## config.mk

```make
export PLATFORM = sky130hd
export DESIGN_NAME = pwr_halt_ctrl
export DESIGN_NICKNAME = d
export VERILOG_FILES = /design/src/rtl/pwr_halt_pkg.sv /design/src/rtl/pwr_dly_cnt.sv /design/src/rtl/pwr_halt_fsm.sv /design/src/rtl/pwr_halt_out.sv /design/src/rtl/pwr_halt_ctrl.sv
export SDC_FILE = /design/constraint.sdc
export NUM_CORES = 1
export LEC_CHECK = 0
export ABC_AREA = 1
export BUFFER_PORTS_ARGS = -buffer_cell sky130_fd_sc_hd__buf_2
export CAP_MARGIN = 10
export CORE_MARGIN = 2
export CORE_UTILIZATION = 45
export CTS_BUF_LIST = sky130_fd_sc_hd__clkbuf_8
export CTS_CLUSTER_DIAMETER = 30
export DETAILED_ROUTE_END_ITERATION = 7
export PLACE_DENSITY_LB_ADDON = 0.05
export SYNTH_ARGS = -nofsm -noshare
export SYNTH_HDL_FRONTEND = slang
export SYNTH_SLANG_ARGS = --single-unit
```

## constraint.sdc

```tcl
create_clock -name clk -period 2.3 [get_ports clk]
set_clock_uncertainty 0.2 [all_clocks]
set_input_delay 0.46 -clock clk [delete_from_list [all_inputs] [get_ports clk]]
set_output_delay 0.46 -clock clk [all_outputs]
set_load 0.005 [all_outputs]
```

## src/rtl/pwr_halt_pkg.sv

```systemverilog
package pwr_halt_pkg;

    typedef enum logic [1:0] {
        MODE_RUN   = 2'd0,
        MODE_HALT  = 2'd1,
        MODE_AHALT = 2'd2,
        MODE_DELAY = 2'd3
    } pwr_mode_e;

    typedef enum logic [3:0] {
        ST_RUN,
        ST_HALT,
        ST_AHALT,
        ST_RST_DLY,
        ST_IRQ_DLY,
        ST_FETCH,
        ST_SVC,
        ST_WAKE,
        ST_WIN,
        ST_WIN_HALT
    } pwr_state_e;

    localparam logic [1:0] IMASK_OPEN = 2'b10;

endpackage

```

## src/rtl/pwr_dly_cnt.sv

```systemverilog
module pwr_dly_cnt #(
    parameter int SHORT_DLY = 256,
    parameter int LONG_DLY  = 4096
) (
    input  logic clk,
    input  logic rst_n,
    input  logic run,
    input  logic long_sel,
    output logic done
);
    localparam int MAX_DLY = (LONG_DLY > SHORT_DLY) ? LONG_DLY : SHORT_DLY;
    localparam int CW      = $clog2(MAX_DLY + 1);

    logic [CW-1:0] cnt;
    logic [CW-1:0] last;

    generate
        if (SHORT_DLY == LONG_DLY) begin : g_fixed
            assign last = CW'(SHORT_DLY - 1);
        end else begin : g_select
            assign last = long_sel ? CW'(LONG_DLY - 1) : CW'(SHORT_DLY - 1);
        end
    endgenerate

    assign done = run && (cnt == last);

    always_ff @(posedge clk or negedge rst_n) begin
        if (!rst_n) begin
            cnt <= '0;
        end else if (!run || done) begin
            cnt <= '0;
        end else begin
            cnt <= cnt + 1'b1;
        end
    end

endmodule

```

## src/rtl/pwr_halt_fsm.sv

```systemverilog
module pwr_halt_fsm
    import pwr_halt_pkg::*;
(
    input  logic       clk,
    input  logic       rst_n,
    input  logic       halt_req,
    input  logic       wkt_ie,
    input  logic       wkt_irq,
    input  logic       ext_irq,
    input  logic       wdg_active,
    input  logic       dly_done,
    output pwr_state_e state
);
    pwr_state_e state_nx;

    always_ff @(posedge clk or negedge rst_n) begin
        if (!rst_n) begin
            state <= ST_RST_DLY;
        end else begin
            state <= state_nx;
        end
    end

    always_comb begin
        state_nx = state;
        unique case (state)
            ST_RUN: begin
                if (halt_req) begin
                    if (wkt_ie) begin
                        state_nx = ST_AHALT;
                    end else if (!wdg_active) begin
                        state_nx = ST_HALT;
                    end
                end
            end
            ST_HALT:    if (ext_irq)  state_nx = ST_IRQ_DLY;
            ST_AHALT:   if (wkt_irq)  state_nx = ST_WAKE;
            ST_RST_DLY: if (dly_done) state_nx = ST_FETCH;
            ST_IRQ_DLY: if (dly_done) state_nx = ST_SVC;
            ST_FETCH:   state_nx = ST_RUN;
            ST_SVC:     state_nx = ST_RUN;
            ST_WAKE, ST_WIN: begin
                if (dly_done) begin
                    state_nx = ST_RUN;
                end else if (!wkt_ie) begin
                    state_nx = ST_WIN_HALT;
                end else begin
                    state_nx = ST_WIN;
                end
            end
            ST_WIN_HALT: if (dly_done) state_nx = ST_RUN;
            default:     state_nx = ST_RST_DLY;
        endcase
    end

endmodule

```

## src/rtl/pwr_halt_out.sv

```systemverilog
module pwr_halt_out
    import pwr_halt_pkg::*;
(
    input  pwr_state_e  state,
    input  logic        halt_req,
    input  logic        wkt_ie,
    input  logic        wdg_active,
    output logic        cnt_run,
    output logic        cpu_clk_en,
    output logic        osc_en,
    output logic        per_clk_en,
    output logic        irq_mask_wr,
    output logic        fetch_rst_vec,
    output logic        svc_irq,
    output logic        wdg_rst_req,
    output pwr_mode_e   mode
);
    always_comb begin
        cpu_clk_en    = 1'b0;
        osc_en        = 1'b0;
        per_clk_en    = 1'b0;
        irq_mask_wr   = 1'b0;
        fetch_rst_vec = 1'b0;
        svc_irq       = 1'b0;
        cnt_run       = 1'b0;
        mode          = MODE_RUN;
        unique case (state)
            ST_RUN, ST_FETCH, ST_SVC, ST_WAKE, ST_WIN: begin
                cpu_clk_en    = 1'b1;
                osc_en        = 1'b1;
                per_clk_en    = 1'b1;
                fetch_rst_vec = (state == ST_FETCH);
                svc_irq       = (state == ST_SVC) || (state == ST_WAKE);
                cnt_run       = (state == ST_WAKE) || (state == ST_WIN);
            end
            ST_HALT, ST_WIN_HALT: begin
                mode    = MODE_HALT;
                cnt_run = (state == ST_WIN_HALT);
            end
            ST_AHALT: begin
                mode        = MODE_AHALT;
                osc_en      = 1'b1;
                irq_mask_wr = 1'b1;
            end
            ST_RST_DLY, ST_IRQ_DLY: begin
                mode    = MODE_DELAY;
                osc_en  = 1'b1;
                cnt_run = 1'b1;
            end
            default: mode = MODE_DELAY;
        endcase
    end

    assign wdg_rst_req = (state == ST_RUN) && halt_req && !wkt_ie && wdg_active;

endmodule

```

## src/rtl/pwr_halt_ctrl.sv

```systemverilog
module pwr_halt_ctrl
    import pwr_halt_pkg::*;
#(
    parameter int SHORT_DLY = 256,
    parameter int LONG_DLY  = 4096
) (
    input  logic       clk,
    input  logic       rst_n,
    input  logic       long_dly,
    input  logic       halt_req,
    input  logic       wkt_ie,
    input  logic       wkt_irq,
    input  logic       ext_irq,
    input  logic       wdg_active,
    output logic       cpu_clk_en,
    output logic       osc_en,
    output logic       per_clk_en,
    output logic       irq_mask_wr,
    output logic [1:0] irq_mask,
    output logic       fetch_rst_vec,
    output logic       svc_irq,
    output logic       wdg_rst_req,
    output logic [1:0] mode
);
    pwr_state_e state;
    pwr_mode_e  mode_e;
    logic       cnt_run;
    logic       dly_done;

    pwr_halt_fsm u_fsm (
        .clk        (clk),
        .rst_n      (rst_n),
        .halt_req   (halt_req),
        .wkt_ie     (wkt_ie),
        .wkt_irq    (wkt_irq),
        .ext_irq    (ext_irq),
        .wdg_active (wdg_active),
        .dly_done   (dly_done),
        .state      (state)
    );

    pwr_dly_cnt #(
        .SHORT_DLY (SHORT_DLY),
        .LONG_DLY  (LONG_DLY)
    ) u_cnt (
        .clk      (clk),
        .rst_n    (rst_n),
        .run      (cnt_run),
        .long_sel (long_dly),
        .done     (dly_done)
    );

    pwr_halt_out u_out (
        .state         (state),
        .halt_req      (halt_req),
        .wkt_ie        (wkt_ie),
        .wdg_active    (wdg_active),
        .cnt_run       (cnt_run),
        .cpu_clk_en    (cpu_clk_en),
        .osc_en        (osc_en),
        .per_clk_en    (per_clk_en),
        .irq_mask_wr   (irq_mask_wr),
        .fetch_rst_vec (fetch_rst_vec),
        .svc_irq       (svc_irq),
        .wdg_rst_req   (wdg_rst_req),
        .mode          (mode_e)
    );

    assign irq_mask = IMASK_OPEN;
    assign mode     = mode_e;

endmodule

```

# Yosys cells after proc, flatten, opt, wreduce, memory -nomap -nowiden

Cells that the tools add are included.

Reduce and logical (&&, ||, !) cells: 17
Add/sub/neg operators: 1
Muxes and demuxes: 20
Equal/unequal tests: 17

Operator list:

| cell                  | number |
|---|---|
| $mux 4                | 9 |
| $pmux 4 s8            | 1 |
| $eq 4x3->1 const B    | 4 |
| $add 13x1->13 const B | 1 |
| $eq 13x13->1          | 1 |
| $mux 13               | 1 |
| $mux 12               | 1 |
| $eq 4x2->1 const B    | 2 |
| $eq 4x4->1 const B    | 2 |
| $reduce_or 2->1       | 4 |
| $reduce_or 8->1       | 1 |
| $reduce_and 7->1      | 1 |
| $mux 1                | 6 |
| $ne 2x1->1 const B    | 3 |
| $ne 2x2->1 const B    | 3 |
| $pmux 2 s3            | 1 |
| $reduce_or 5->1       | 1 |
| $eq 4x1->1 const B    | 1 |
| $logic_and 1x1->1     | 4 |
| $logic_not 4->1       | 1 |
| $logic_or 1x1->1      | 3 |
| $ne 3x3->1 const B    | 1 |
| $pmux 1 s3            | 1 |
| $logic_not 1->1       | 2 |

Input port bits: 8
Word-level logic and storage cells: 57
Bits in registers: 17
Output and inout bits: 11

# Logic depth before layout (Yosys ltp)

Gate-level depths: netlist (run 1).

Word-level depth: 6
Mapped depth: 12

# By module

From an unflattened synthesis (run 1), not the netlist that was laid out.

Cells, all modules: 189
Area total of the unflattened synthesis: 1257.5 sq um

Modules (own cells, without submodules):

| module        | cells an instance | area each (sq um) | instances | sequential area each (sq um) |
|---|---|---|---|---|
| pwr_dly_cnt   | 92                | 701.9             | 1         | 325.3 |
| pwr_halt_fsm  | 60                | 376.6             | 1         | 102.6 |
| pwr_halt_out  | 33                | 156.4             | 1         | 0.0 |
| pwr_halt_ctrl | 4                 | 22.5              | 1         | 0.0 |

# Worst setup path after synthesis (run 1)

No wires, ideal clock.

Kind: register to output
From: register u_fsm.state[1]
To: output per_clk_en
Buffers on the path: 1
Arrival time: 1.163 ns
Path slack: 0.477 ns
Cell stages (with the launch flop): 4
Path through: dfstp_2 > nor2_2 > o21ai_0 > buf_4

Longest elaborated chain between the ends: 3

RTL lines:

| what                                     | line                | source |
|---|---|---|
| start, declared                          | pwr_halt_fsm.sv:12  | `output pwr_state_e state` |
| start signal, assigned                   | pwr_halt_fsm.sv:20  | `state <= state_nx;` |
| $eq 4x3->1, or another cell as far along | --                  |  |
| $reduce_or 5->1 (*)                      | --                  |  |
| $mux 1 (*)                               | --                  |  |
| end, declared                            | pwr_halt_ctrl.sv:17 | `output logic per_clk_en,` |

Mark *: on every way between the ends. The rest lies on a longest branch, timed or not.

# Worst setup path in the final report (run 1)

From: register u_fsm.state[2]
To: output mode[0]

Longest elaborated chain between the ends: 3

RTL lines:

| what                                                      | line                | source |
|---|---|---|
| $eq 4x3->1, or another cell as far along                  | pwr_halt_out.sv:27  | `unique case (state)` |
| $reduce_or 5->1 / $reduce_or 2->1 (equally long branches) | pwr_halt_out.sv:27  |  |
| $pmux 2 s3 (*)                                            | pwr_halt_out.sv:27  |  |
| end, declared                                             | pwr_halt_ctrl.sv:23 | `output logic [1:0] mode` |

Marked as above.

==> impl_table.tex, run 1 <==
\begin{tabular}{lr}
\hline
Metric & Value \\
\hline
\multicolumn{2}{l}{\textbf{Timing}} \\
\quad Max-slew violation total from the final report & 0 \\
\quad Part of the cycle the worst path needs & 89.6\% \\
\quad Highest achievable clock rate & 0.485 GHz \\
\quad Worst Hold Margin & 0.262 ns \\
\quad Final Hold Vio Count & 0 \\
\quad Setup\_tns & 0 ns \\
\quad Total setup violations reported at the end of the flow & 0 \\
\quad Min Tclk post-route & 2.06 ns \\
\quad Unrepaired setup endpoints after global routing & false \\
\multicolumn{2}{l}{\textbf{Place}} \\
\quad Quantity of I/O buffers inserted on ports & 16 \\
\quad Detailed placer's ending HPWL & 1.69 mm \\
\quad Cell count after placement & 202 \\
\quad Final estimated routing congestion in global placement & 0.826 \\
\quad Placed standard-cell area & 1210 sq um \\
\multicolumn{2}{l}{\textbf{Detailed routing}} \\
\quad Vias per inst & 4.84 \\
\quad Aggregate routed wire length & 2.15 mm \\
\quad Avg WL per Cell & 10.4 microns \\
\quad Remaining DRCs & 0 \\
\quad Count of vias placed by the detailed router & 1,002 \\
\quad Number of detailed-routing iterations run before antenna repair & 4 \\
\quad DRT antenna net count & 0 \\
\quad Iter 0 DRT Violations & 17 \\
\multicolumn{2}{l}{\textbf{Layout}} \\
\quad Inserted Diodes & 0 \\
\quad \# nets final & 187 \\
\quad Combined area of the multi-input logic cells & 563 sq um \\
\quad Fin cells & 207 \\
\quad Final-layout fill cell count & 236 \\
\quad Post-layout util & 52.3\% \\
\quad Layout overhead on the synthesized area & 12.4\% \\
\quad Finished layout cell area & 1260 sq um \\
\quad Area taken by flip-flops and latches & 428 sq um \\
\quad Share of layout cells above drive strength 1 & 19.2\% \\
\multicolumn{2}{l}{\textbf{Run}} \\
\quad Number of max-cap violations & 0 \\
\multicolumn{2}{l}{\textbf{Logic synthesis}} \\
\quad Synthesized flop and latch total & 17 \\
\quad Proportion of synthesized chip area in sequential cells & 38.1\% \\
\quad Number of distinct library cell variants in the gate-level netlist after synthesis & 26 \\
\quad Count of synthesis-stage warnings from yosys & 0 \\
\quad Post-Synthesis Mean Instance Area & 7.01 sq um \\
\quad Number of standard cells after synthesis & 160 \\
\quad Synthesized net count & 169 \\
\quad Post-synth design cell area & 1120 sq um \\
\multicolumn{2}{l}{\textbf{Die}} \\
\quad Die area & 2910 sq um \\
\quad I/O pins & 19 \\
\quad Horiz. Die Dim & 53.9 microns \\
\quad Die extent in y & 53.9 microns \\
\quad Starting density of the core & 46.6\% \\
\quad Floorplan Core Area & 2410 sq um \\
\quad Number of rows in the core area & 18 \\
\multicolumn{2}{l}{\textbf{Clock tree}} \\
\quad CTS tree & yes \\
\quad Clock Sink Count & 17 \\
\quad Number of buffers created by CTS & 3 \\
\quad Clk root buf & sky130\_fd\_sc\_hd\_\_clkbuf\_8 \\
\quad Clk\_lat worst skew & 0.25 ns \\
\quad Htree depth & 1 \\
\quad Number of buffers added for setup after CTS & 0 \\
\quad Worst-path clk slew & 0.06 ns \\
\quad Buffers from clock root to sink, at most & 2 \\
\multicolumn{2}{l}{\textbf{Setup path}} \\
\quad Required time of the critical path & 1.64 ns \\
\quad Worst reg2reg path startpoint & u\_fsm.state[0]\$\_DFFE\_PN1P\_ \\
\quad Crit path kind & reg2out \\
\quad Worst path arrival time & 1.40 ns \\
\quad Critical Path Source & u\_fsm.state[2]\$\_DFFE\_PN0P\_ \\
\quad Launching element type of the critical path & flop \\
\quad Highest net fanout along the worst path & 5 \\
\quad Critical path endpoint category & output port \\
\multicolumn{2}{l}{\textbf{Pwr}} \\
\quad Max rail drop VDD & 0.700 mV \\
\quad Power density relative to cell area & 1060 nW/um\^{}2 \\
\quad Standby leakage power & 0.000629 uW \\
\multicolumn{2}{l}{\textbf{GRT}} \\
\quad Global router's overall resource usage & 17.5\% \\
\quad Number of global-route vias before repair & 872 \\
\quad Number of antenna violations at the first check in global routing & 0 \\
\quad Overflow left after global routing & 0 \\
\quad Maximum number of pins on one net before global-route repair & 18 \\
\quad First-pass GRT wire length & 3.66 mm \\
\multicolumn{2}{l}{\textbf{Hold path}} \\
\quad Kind of path behind the tightest hold check & reg2reg \\
\quad Source of the worst hold timing path & u\_cnt.cnt[0]\$\_DFF\_PN0\_ \\
\multicolumn{2}{l}{\textbf{Status}} \\
\quad Run status & finished, final reports clean \\
\hline
\end{tabular}
## path summary, 6_finish.rpt
| kind | endpoint | slack (ns) | cells past startpoint |
|---|---|---|---|
| hold reg to reg | u_cnt.cnt[0]$_DFF_PN0_ | 0.26 | 1 |
| setup reg to reg | u_cnt.cnt[10]$_DFF_PN0_ | 0.42 | 6 |
| min in group asynchronous | u_cnt.cnt[9]$_DFF_PN0_ | 0.46 | 2 |
| max in group asynchronous | u_fsm.state[0]$_DFFE_PN1P_ | 1.13 | 2 |
| hold / removal | u_cnt.cnt[0]$_DFF_PN0_ | 0.26 | 1 |
| setup / recovery | mode[0] | 0.24 | 5 |
## final cells by class
cell class / instances / area share, %
clock inverter: 1 / 0.298
tap: 30 / 2.98
inverter: 26 / 7.74
sequential: 17 / 33.9
clock buffer: 3 / 3.27
multi-input combinational: 113 / 44.6
timing repair buffer: 17 / 7.14
## report_power, final
part	leakage, uW	internal, uW	switching (uW)
clock network	0.0000269	118	97.8
registers	0.000228	364	52.5
logic	0.000374	240	461
## critical path: stages (launching register included)
cell,delay [ns]
sky130_fd_sc_hd__dfrtp_1,0.42
sky130_fd_sc_hd__nor2_1,0.26
sky130_fd_sc_hd__nand3_1,0.17
sky130_fd_sc_hd__inv_1,0.13
sky130_fd_sc_hd__nor2_1,0.05
sky130_fd_sc_hd__buf_2,0.13
## cell families (layout without fill, tap and decap cells)
logic type               after synthesis  after routing  synth area share (%)
AND/OR/NAND/NOR                       94             94                  39.6
buffers and inverters                 30             47                  11.7
flip-flops                            17             17                  38.1
AO/OA/AOI/OAI                         13             13                  6.47
XOR/XNOR                               3              3                  2.34
other                                  2              2                 0.669
adder cells (fa/ha/maj)                1              1                  1.11
## layer usage
layer / global-route usage, % / share of wire (%) / vias up
li1: - / - / 528
met1: 25.3 / 48 / 456
met2: 25.8 / 47 / 14
met3: 3.33 / 3.5 / 4
met4: 6.41 / 1.5 / 0
met5: 0 / 0 / -
## synthesized netlist by cell type, drive strengths merged
library cell  instances  area, sq um
o21a                  1         7.51
a211oi                1         7.51
inv                  26         97.6
dfrtp                15          375
dfstp                 2         52.6
nor2                 33          129
o21ai                 6         30.0
conb                  2         7.51
nor3                  7         45.0
nand4                 2         12.5
nand3                 9         45.0
xor2                  3         26.3
nand3b                1         7.51
ha                    1         12.5
o22ai                 2         12.5
a21oi                 3         15.0
buf                   4         33.8
nand2                36          145
nor3b                 6         60.1
## registers in the layout (all words and copies together), names as in the netlist
signal / cells
u_cnt.cnt: 13
u_fsm.state: 4
## cell usage in the layout (no fill, tap or decap), drive strengths merged
cell          n
nand2        36
nor2         33
inv          27
buf          16
dfrtp        15
nand3         9
nor3          7
o21ai         6
nor3b         6
xor2          3
a21oi         3
clkbuf        3
nand4         2
o22ai         2
conb          2
dfstp         2
nand3b        1
o21a          1
a211oi        1
ha            1
dlygate4sd3   1
## metrics by stage
stage	power, uW	setup slack [ns]
final	1330	0.239
after global routing	1490	0.0873
after CTS	1340	0.162
after detailed placement	1120	0.439
after global placement	1120	0.448
after floorplan	959	0.477
## repair_timing
action,in CTS,in global routing
hold buffers,1,0
endpoints found under the setup margin,0,4
hold endpoints to repair,15,0
gates resized for setup,0,1
No activity file was read; power rests on OpenSTA's default activity.
==> run 2, diff against run 1 <==
--- a/config.mk
+++ b/config.mk
@@ -9,7 +9,7 @@
 export BUFFER_PORTS_ARGS = -buffer_cell sky130_fd_sc_hd__buf_2
 export CAP_MARGIN = 10
 export CORE_MARGIN = 2
-export CORE_UTILIZATION = 45
+export CORE_UTILIZATION = 25
 export CTS_BUF_LIST = sky130_fd_sc_hd__clkbuf_8
 export CTS_CLUSTER_DIAMETER = 30
 export DETAILED_ROUTE_END_ITERATION = 7
==> impl_table.tex, run 2 (synthesized netlist as in run 1, its figures left out) <==
\begin{tabular}{lr}
\hline
Metric & Value \\
\hline
\multicolumn{2}{l}{\textbf{Setup path}} \\
\quad Highest net fanout along the worst path & 7 (+2) \\
\quad Critical path endpoint category & output port \\
\quad Worst path arrival time & 1.49 ns (+0.09 ns) \\
\quad Launching element type of the critical path & flop \\
\quad Slack of the worst reg-to-reg path & 0.41 ns (about the same) \\
\quad Required time of the critical path & 1.64 ns (about the same) \\
\quad Crit path kind & reg2out \\
\multicolumn{2}{l}{\textbf{Die}} \\
\quad Starting density of the core & 25.8\% (-21 points) \\
\quad Die extent in y & 71 microns (+32\%) \\
\quad Number of rows in the core area & 24 (+6) \\
\quad Floorplan Core Area & 4350 sq um (+81\%) \\
\quad Horiz. Die Dim & 71 microns (+32\%) \\
\quad Die area & 5040 sq um (+73\%) \\
\quad I/O pins & 19 (unchanged) \\
\multicolumn{2}{l}{\textbf{Timing}} \\
\quad Final Hold Vio Count & 0 (unchanged) \\
\quad Total setup violations reported at the end of the flow & 0 (unchanged) \\
\quad Min Tclk post-route & 2.15 ns (+0.0846 ns) \\
\quad Worst Hold Margin & 0.269 ns (+0.00697 ns) \\
\quad Unrepaired setup endpoints after global routing & false \\
\quad Highest achievable clock rate & 0.466 GHz (-3.9\%) \\
\quad Part of the cycle the worst path needs & 93.3\% (+3.7 points) \\
\quad Max-slew violation total from the final report & 0 (unchanged) \\
\quad Setup\_tns & 0 ns (unchanged) \\
\multicolumn{2}{l}{\textbf{Detailed routing}} \\
\quad Vias per inst & 4.43 (-8.4\%) \\
\quad Avg WL per Cell & 10.5 microns (+1.1\%) \\
\quad Iter 0 DRT Violations & 76 (+59) \\
\quad Aggregate routed wire length & 2.40 mm (+12\%) \\
\quad DRT antenna net count & 0 (unchanged) \\
\quad Count of vias placed by the detailed router & 1,015 (+1.3\%) \\
\quad Met2 layer wire length in the routed design & 1.07 mm (+7.1\%) \\
\quad Max Used Layer & met4 \\
\quad Remaining DRCs & 0 (unchanged) \\
\quad Wire length on met1 & 1.23 mm (+19\%) \\
\quad Met3 wire len & 82 microns (+7.9\%) \\
\quad Number of detailed-routing iterations run before antenna repair & 4 (unchanged) \\
\multicolumn{2}{l}{\textbf{Clock tree}} \\
\quad Worst-path clk slew & 0.07 ns (about the same) \\
\quad Clk\_lat worst skew & 0.25 ns (about the same) \\
\quad Number of buffers created by CTS & 3 (unchanged) \\
\quad Htree depth & 1 (unchanged) \\
\quad Buffers from clock root to sink, at most & 2 (unchanged) \\
\quad CTS tree & yes \\
\quad Total of hold buffers inserted after clock tree synthesis & 1 (unchanged) \\
\quad Clk root buf & sky130\_fd\_sc\_hd\_\_clkbuf\_8 \\
\quad Clock Sink Count & 17 (unchanged) \\
\quad Number of buffers added for setup after CTS & 0 (unchanged) \\
\quad Number of gates resized after CTS & 0 (unchanged) \\
\multicolumn{2}{l}{\textbf{Layout}} \\
\quad Area taken by flip-flops and latches & 428 sq um (unchanged) \\
\quad Inserted Diodes & 0 (unchanged) \\
\quad Finished layout cell area & 1290 sq um (+2.2\%) \\
\quad Share of layout cells above drive strength 1 & 19.2\% (unchanged) \\
\quad \# nets final & 187 (unchanged) \\
\quad Most common library cell in the layout ignoring fill and taps & sky130\_fd\_sc\_hd\_\_nand2\_1 \\
\quad Layout overhead on the synthesized area & 14.8\% \\
\quad Final-layout fill cell count & 475 (+100\%) \\
\quad Fin cells & 229 (+11\%) \\
\quad Register name with the most flops & u\_cnt.cnt \\
\quad Combined area of the multi-input logic cells & 563 sq um (unchanged) \\
\quad Post-layout util & 29.6\% (-23 points) \\
\quad Largest register FFs & 13 (unchanged) \\
\quad Commonest non-fill, non-tap cells in the layout & sky130\_fd\_sc\_hd\_\_nand2\_1 (32), sky130\_fd\_sc\_hd\_\_nor2\_1 (31), sky130\_fd\_sc\_hd\_\_inv\_1 (25) \\
\quad Biggest registers after layout & u\_cnt.cnt (13), u\_fsm.state (4) \\
\multicolumn{2}{l}{\textbf{Place}} \\
\quad Detailed placer's ending HPWL & 1.93 mm (+14\%) \\
\quad Final estimated routing congestion in global placement & 0.787 (-4.7\%) \\
\quad Quantity of I/O buffers inserted on ports & 16 (unchanged) \\
\quad Placed standard-cell area & 1230 sq um (+2.3\%) \\
\quad Cell count after placement & 224 (+11\%) \\
\multicolumn{2}{l}{\textbf{GRT}} \\
\quad Global router's overall resource usage & 10.7\% (-6.8 points) \\
\quad Overflow left after global routing & 0 (unchanged) \\
\quad Maximum number of pins on one net before global-route repair & 18 (unchanged) \\
\quad First-pass GRT wire length & 4.27 mm (+17\%) \\
\quad Number of antenna violations at the first check in global routing & 0 (unchanged) \\
\quad Number of global-route vias before repair & 939 (+7.7\%) \\
\multicolumn{2}{l}{\textbf{Pwr}} \\
\quad Standby leakage power & 0.000629 uW (about the same) \\
\quad Max rail drop VDD & 0.464 mV (-34\%) \\
\quad Power density relative to cell area & 1040 nW/um\^{}2 (-1.5\%) \\
\multicolumn{2}{l}{\textbf{Hold path}} \\
\quad Kind of path behind the tightest hold check & reg2reg \\
\multicolumn{2}{l}{\textbf{Run}} \\
\quad Number of max-cap violations & 0 (unchanged) \\
\multicolumn{2}{l}{\textbf{Status}} \\
\quad Run status & finished, final reports clean \\
\hline
\end{tabular}
==> run 2: cell count changes in the layout (fill, tap and decap cells not counted) <==
cell / delta
sky130_fd_sc_hd__o21ai_1: -1
sky130_fd_sc_hd__o21ai_0: +1
==> run 2: metrics by stage <==
stage,worst slack (ns),power [uW]
2_1_floorplan,0.477,959
3_3_place_gp,0.401,1150
3_5_place_dp,0.403,1130
4_1_cts,0.140,1360
5_1_grt,0.0123,1500
6_report,0.155,1340
==> run 2: critical path, stage by stage (launching register included) <==
cell                      delay [ns]
sky130_fd_sc_hd__dfstp_2        0.61
sky130_fd_sc_hd__nor2_2         0.08
sky130_fd_sc_hd__o21ai_0        0.34
sky130_fd_sc_hd__nor2_1         0.07
sky130_fd_sc_hd__buf_2          0.13
==> run 2: layout make-up <==
| cell class | instances | share of cell area, % |
|---|---|---|
| Multi-Input combinational cell | 113 | 43.7 |
| Sequential cell | 17 | 33.2 |
| Inverter | 26 | 7.57 |
| Timing Repair Buffer | 17 | 6.99 |
| Tap cell | 52 | 5.05 |
| Clock buffer | 3 | 3.20 |
| Clock inverter | 1 | 0.291 |
==> run 2: metal layers <==
metal / GRT usage, % / vias up
met5: 0 / -
met2: 15.7 / 14
met3: 3.42 / 2
li1: - / 529
met4: 2.52 / 0
met1: 15.2 / 470
==> run 2: where the power goes <==
part | internal, uW | leakage (uW) | switching, uW
clock network | 118 | 0.0000269 | 102
logic | 238 | 0.000374 | 463
registers | 364 | 0.000228 | 56.5
==> run 2: path summary, 6_finish.rpt <==
check	start	to	cells past startpoint
max in group asynchronous	rst_n	u_fsm.state[0]$_DFFE_PN1P_	2
min in group asynchronous	rst_n	u_cnt.cnt[8]$_DFF_PN0_	2
max reg2reg	u_cnt.cnt[0]$_DFF_PN0_	u_cnt.cnt[10]$_DFF_PN0_	8
min reg2reg	u_cnt.cnt[0]$_DFF_PN0_	u_cnt.cnt[0]$_DFF_PN0_	1
max	u_fsm.state[1]$_DFFE_PN1P_	mode[1]	4
min	u_cnt.cnt[0]$_DFF_PN0_	u_cnt.cnt[0]$_DFF_PN0_	1
==> run 3, diff against run 2 <==
--- a/config.mk
+++ b/config.mk
@@ -13,7 +13,7 @@
 export CTS_BUF_LIST = sky130_fd_sc_hd__clkbuf_8
 export CTS_CLUSTER_DIAMETER = 30
 export DETAILED_ROUTE_END_ITERATION = 7
-export PLACE_DENSITY_LB_ADDON = 0.05
+export PLACE_DENSITY = 0.5
 export SYNTH_ARGS = -nofsm -noshare
 export SYNTH_HDL_FRONTEND = slang
 export SYNTH_SLANG_ARGS = --single-unit
==> impl_table.tex, run 3 (synthesized netlist as in run 1, its figures left out) <==
\begin{tabular}{lr}
\hline
Metric & Value \\
\hline
\multicolumn{2}{l}{\textbf{Setup path}} \\
\quad Worst path arrival time & 1.47 ns (-0.02 ns) \\
\quad Buf+Inv Stages, Crit Path & 1 (unchanged) \\
\quad Critical Path Max Stage Delay & 0.61 ns (about the same) \\
\quad Launching element type of the critical path & flop \\
\quad CP top delay family & flip-flops \\
\quad Highest net fanout along the worst path & 7 (unchanged) \\
\quad Crit path kind & reg2out \\
\quad Required time of the critical path & 1.64 ns (about the same) \\
\quad Critical path endpoint category & output port \\
\quad Max stage delay cell, worst path & sky130\_fd\_sc\_hd\_\_dfstp\_2 \\
\quad Crit-path cells & nor2\_2, o21ai\_0, nor2\_1, buf\_2 \\
\multicolumn{2}{l}{\textbf{Die}} \\
\quad Horiz. Die Dim & 71 microns (unchanged) \\
\quad Die area & 5040 sq um (unchanged) \\
\quad Die extent in y & 71 microns (unchanged) \\
\quad Floorplan Core Area & 4350 sq um (unchanged) \\
\quad I/O pins & 19 (unchanged) \\
\quad Number of rows in the core area & 24 (unchanged) \\
\quad Starting density of the core & 25.8\% (unchanged) \\
\multicolumn{2}{l}{\textbf{Pwr}} \\
\quad Power density relative to cell area & 1040 nW/um\^{}2 (-0.30\%) \\
\quad P\_int & 724 uW (+0.49\%) \\
\quad Net Sw Power & 618 uW (-0.60\%) \\
\quad Switching share of total power & 46.1\% (-0.27 points) \\
\quad Standby leakage power & 0.000628 uW (-0.16\%) \\
\quad Fraction of power consumed by sequential logic & 31.4\% (about the same) \\
\quad Power, Total & 1340 uW (about the same) \\
\quad Max rail drop VDD & 0.251 mV (-46\%) \\
\quad Part of the total power dissipated in combinational logic & 51.9\% (-0.3 points) \\
\quad Clock network fraction of design power & 16.7\% (+0.2 points) \\
\multicolumn{2}{l}{\textbf{Timing}} \\
\quad Highest achievable clock rate & 0.470 GHz (+0.86\%) \\
\quad Total setup violations reported at the end of the flow & 0 (unchanged) \\
\quad Part of the cycle the worst path needs & 92.5\% (-0.79 points) \\
\quad Final Hold Vio Count & 0 (unchanged) \\
\quad Setup\_tns & 0 ns (unchanged) \\
\quad Max-slew violation total from the final report & 0 (unchanged) \\
\quad Unrepaired setup endpoints after global routing & false \\
\quad Min Tclk post-route & 2.13 ns (-0.0182 ns) \\
\multicolumn{2}{l}{\textbf{Detailed routing}} \\
\quad Aggregate routed wire length & 2.30 mm (-4.2\%) \\
\quad Remaining DRCs & 0 (unchanged) \\
\quad Avg WL per Cell & 10.1 microns (-4.2\%) \\
\quad Count of vias placed by the detailed router & 989 (-2.6\%) \\
\quad Vias per inst & 4.32 (-2.6\%) \\
\quad Number of detailed-routing iterations run before antenna repair & 4 (unchanged) \\
\quad Iter 0 DRT Violations & 75 (-1.3\%) \\
\quad DRT antenna net count & 0 (unchanged) \\
\multicolumn{2}{l}{\textbf{GRT}} \\
\quad Number of global-route vias before repair & 881 (-6.2\%) \\
\quad Global router's overall resource usage & 9.75\% (-0.91 points) \\
\quad Overflow left after global routing & 0 (unchanged) \\
\quad Number of antenna violations at the first check in global routing & 0 (unchanged) \\
\quad Maximum number of pins on one net before global-route repair & 18 (unchanged) \\
\quad First-pass GRT wire length & 3.92 mm (-8.2\%) \\
\multicolumn{2}{l}{\textbf{Layout}} \\
\quad Share of layout cells above drive strength 1 & 20.3\% (+1.1 points) \\
\quad Largest register FFs & 13 (unchanged) \\
\quad Final-layout fill cell count & 467 (-1.7\%) \\
\quad Post-layout util & 29.7\% (+0.086 points) \\
\quad Register name with the most flops & u\_cnt.cnt \\
\quad Inserted Diodes & 0 (unchanged) \\
\quad Combined area of the multi-input logic cells & 566 sq um (+0.44\%) \\
\quad \# nets final & 187 (unchanged) \\
\quad Area taken by flip-flops and latches & 428 sq um (unchanged) \\
\quad Biggest registers after layout & u\_cnt.cnt (13), u\_fsm.state (4) \\
\quad Most common library cell in the layout ignoring fill and taps & sky130\_fd\_sc\_hd\_\_nand2\_1 \\
\quad Commonest non-fill, non-tap cells in the layout & sky130\_fd\_sc\_hd\_\_nand2\_1 (32), sky130\_fd\_sc\_hd\_\_nor2\_1 (30), sky130\_fd\_sc\_hd\_\_inv\_1 (24) \\
\quad Layout overhead on the synthesized area & 15.2\% \\
\multicolumn{2}{l}{\textbf{Place}} \\
\quad Detailed placer's ending HPWL & 1.78 mm (-7.8\%) \\
\quad Final estimated routing congestion in global placement & 0.863 (+9.6\%) \\
\quad Quantity of I/O buffers inserted on ports & 16 (unchanged) \\
\multicolumn{2}{l}{\textbf{Clock tree}} \\
\quad Clk\_lat worst skew & 0.25 ns (about the same) \\
\quad Number of buffers created by CTS & 3 (unchanged) \\
\quad Htree depth & 1 (unchanged) \\
\quad Number of buffers added for setup after CTS & 0 (unchanged) \\
\quad Buffers from clock root to sink, at most & 2 (unchanged) \\
\quad Worst-path clk slew & 0.07 ns (about the same) \\
\quad Clk root buf & sky130\_fd\_sc\_hd\_\_clkbuf\_8 \\
\quad Clock Sink Count & 17 (unchanged) \\
\quad CTS tree & yes \\
\multicolumn{2}{l}{\textbf{Status}} \\
\quad Run status & finished, final reports clean \\
\multicolumn{2}{l}{\textbf{Run}} \\
\quad Number of max-cap violations & 0 (unchanged) \\
\multicolumn{2}{l}{\textbf{Hold path}} \\
\quad Kind of path behind the tightest hold check & reg2reg \\
\hline
\end{tabular}
run 3: layer usage:
metal / vias up / GRT usage [%] / wire [microns]
li1: 527 / - / -
met3: 2 / 2.99 / 74
met1: 442 / 13.1 / 1150
met5: - / 0 / 0
met4: 0 / 3.77 / 27
met2: 18 / 14.7 / 1050
run 3: cell type report:
class	instances	share of cell area, %
well taps	52	5.03
multi-input cells	113	43.8
inverters	26	7.55
clock inverters	1	0.387
repair buffers	17	6.97
flip-flops and latches	17	33.1
clock buffers	3	3.19
run 3: power groups by stage:
| stage | Combinational (uW) | Clock [uW] | Sequential (uW) |
|---|---|---|---|
| final | 696 | 224 | 422 |
| after global routing | 810 | 251 | 426 |
| after CTS | 697 | 233 | 417 |
| after detailed placement | 695 | 0 | 421 |
| after global placement | 707 | 0 | 423 |
| after floorplan | 549 | 0 | 410 |
run 3: repair_timing:
item / 4_1_cts / 5_1_grt
hold endpoints to repair: 15 / 0
endpoints found under the setup margin: 0 / 1
gates resized for setup: 0 / 1
hold buffers: 1 / 0
run 3: path summary, 6_finish.rpt:
path | startpoint | endpoint | slack, ns | cells after the start
worst min register to register | u_cnt.cnt[0]$_DFF_PN0_ | u_cnt.cnt[0]$_DFF_PN0_ | 0.26 | 1
min in group asynchronous | rst_n | u_cnt.cnt[5]$_DFF_PN0_ | 0.45 | 2
worst max register to register | u_fsm.state[1]$_DFFE_PN1P_ | u_cnt.cnt[10]$_DFF_PN0_ | 0.48 | 7
max in group asynchronous | rst_n | u_fsm.state[0]$_DFFE_PN1P_ | 1.13 | 2
worst min-delay path | u_cnt.cnt[0]$_DFF_PN0_ | u_cnt.cnt[0]$_DFF_PN0_ | 0.26 | 1
worst max-delay path | u_fsm.state[1]$_DFFE_PN1P_ | mode[0] | 0.17 | 4
run 3: per-stage QoR:
step / cells / setup WS, ns / hold WS [ns] / instance area (sq um)
after floorplan: 160 / 0.477 / -0.0356 / 1120
after global placement: 224 / 0.370 / 0.212 / 1230
after detailed placement: 224 / 0.444 / 0.210 / 1230
after CTS: 229 / 0.149 / 0.260 / 1290
after global routing: 229 / 0.0234 / 0.282 / 1290
final: 229 / 0.173 / 0.257 / 1290
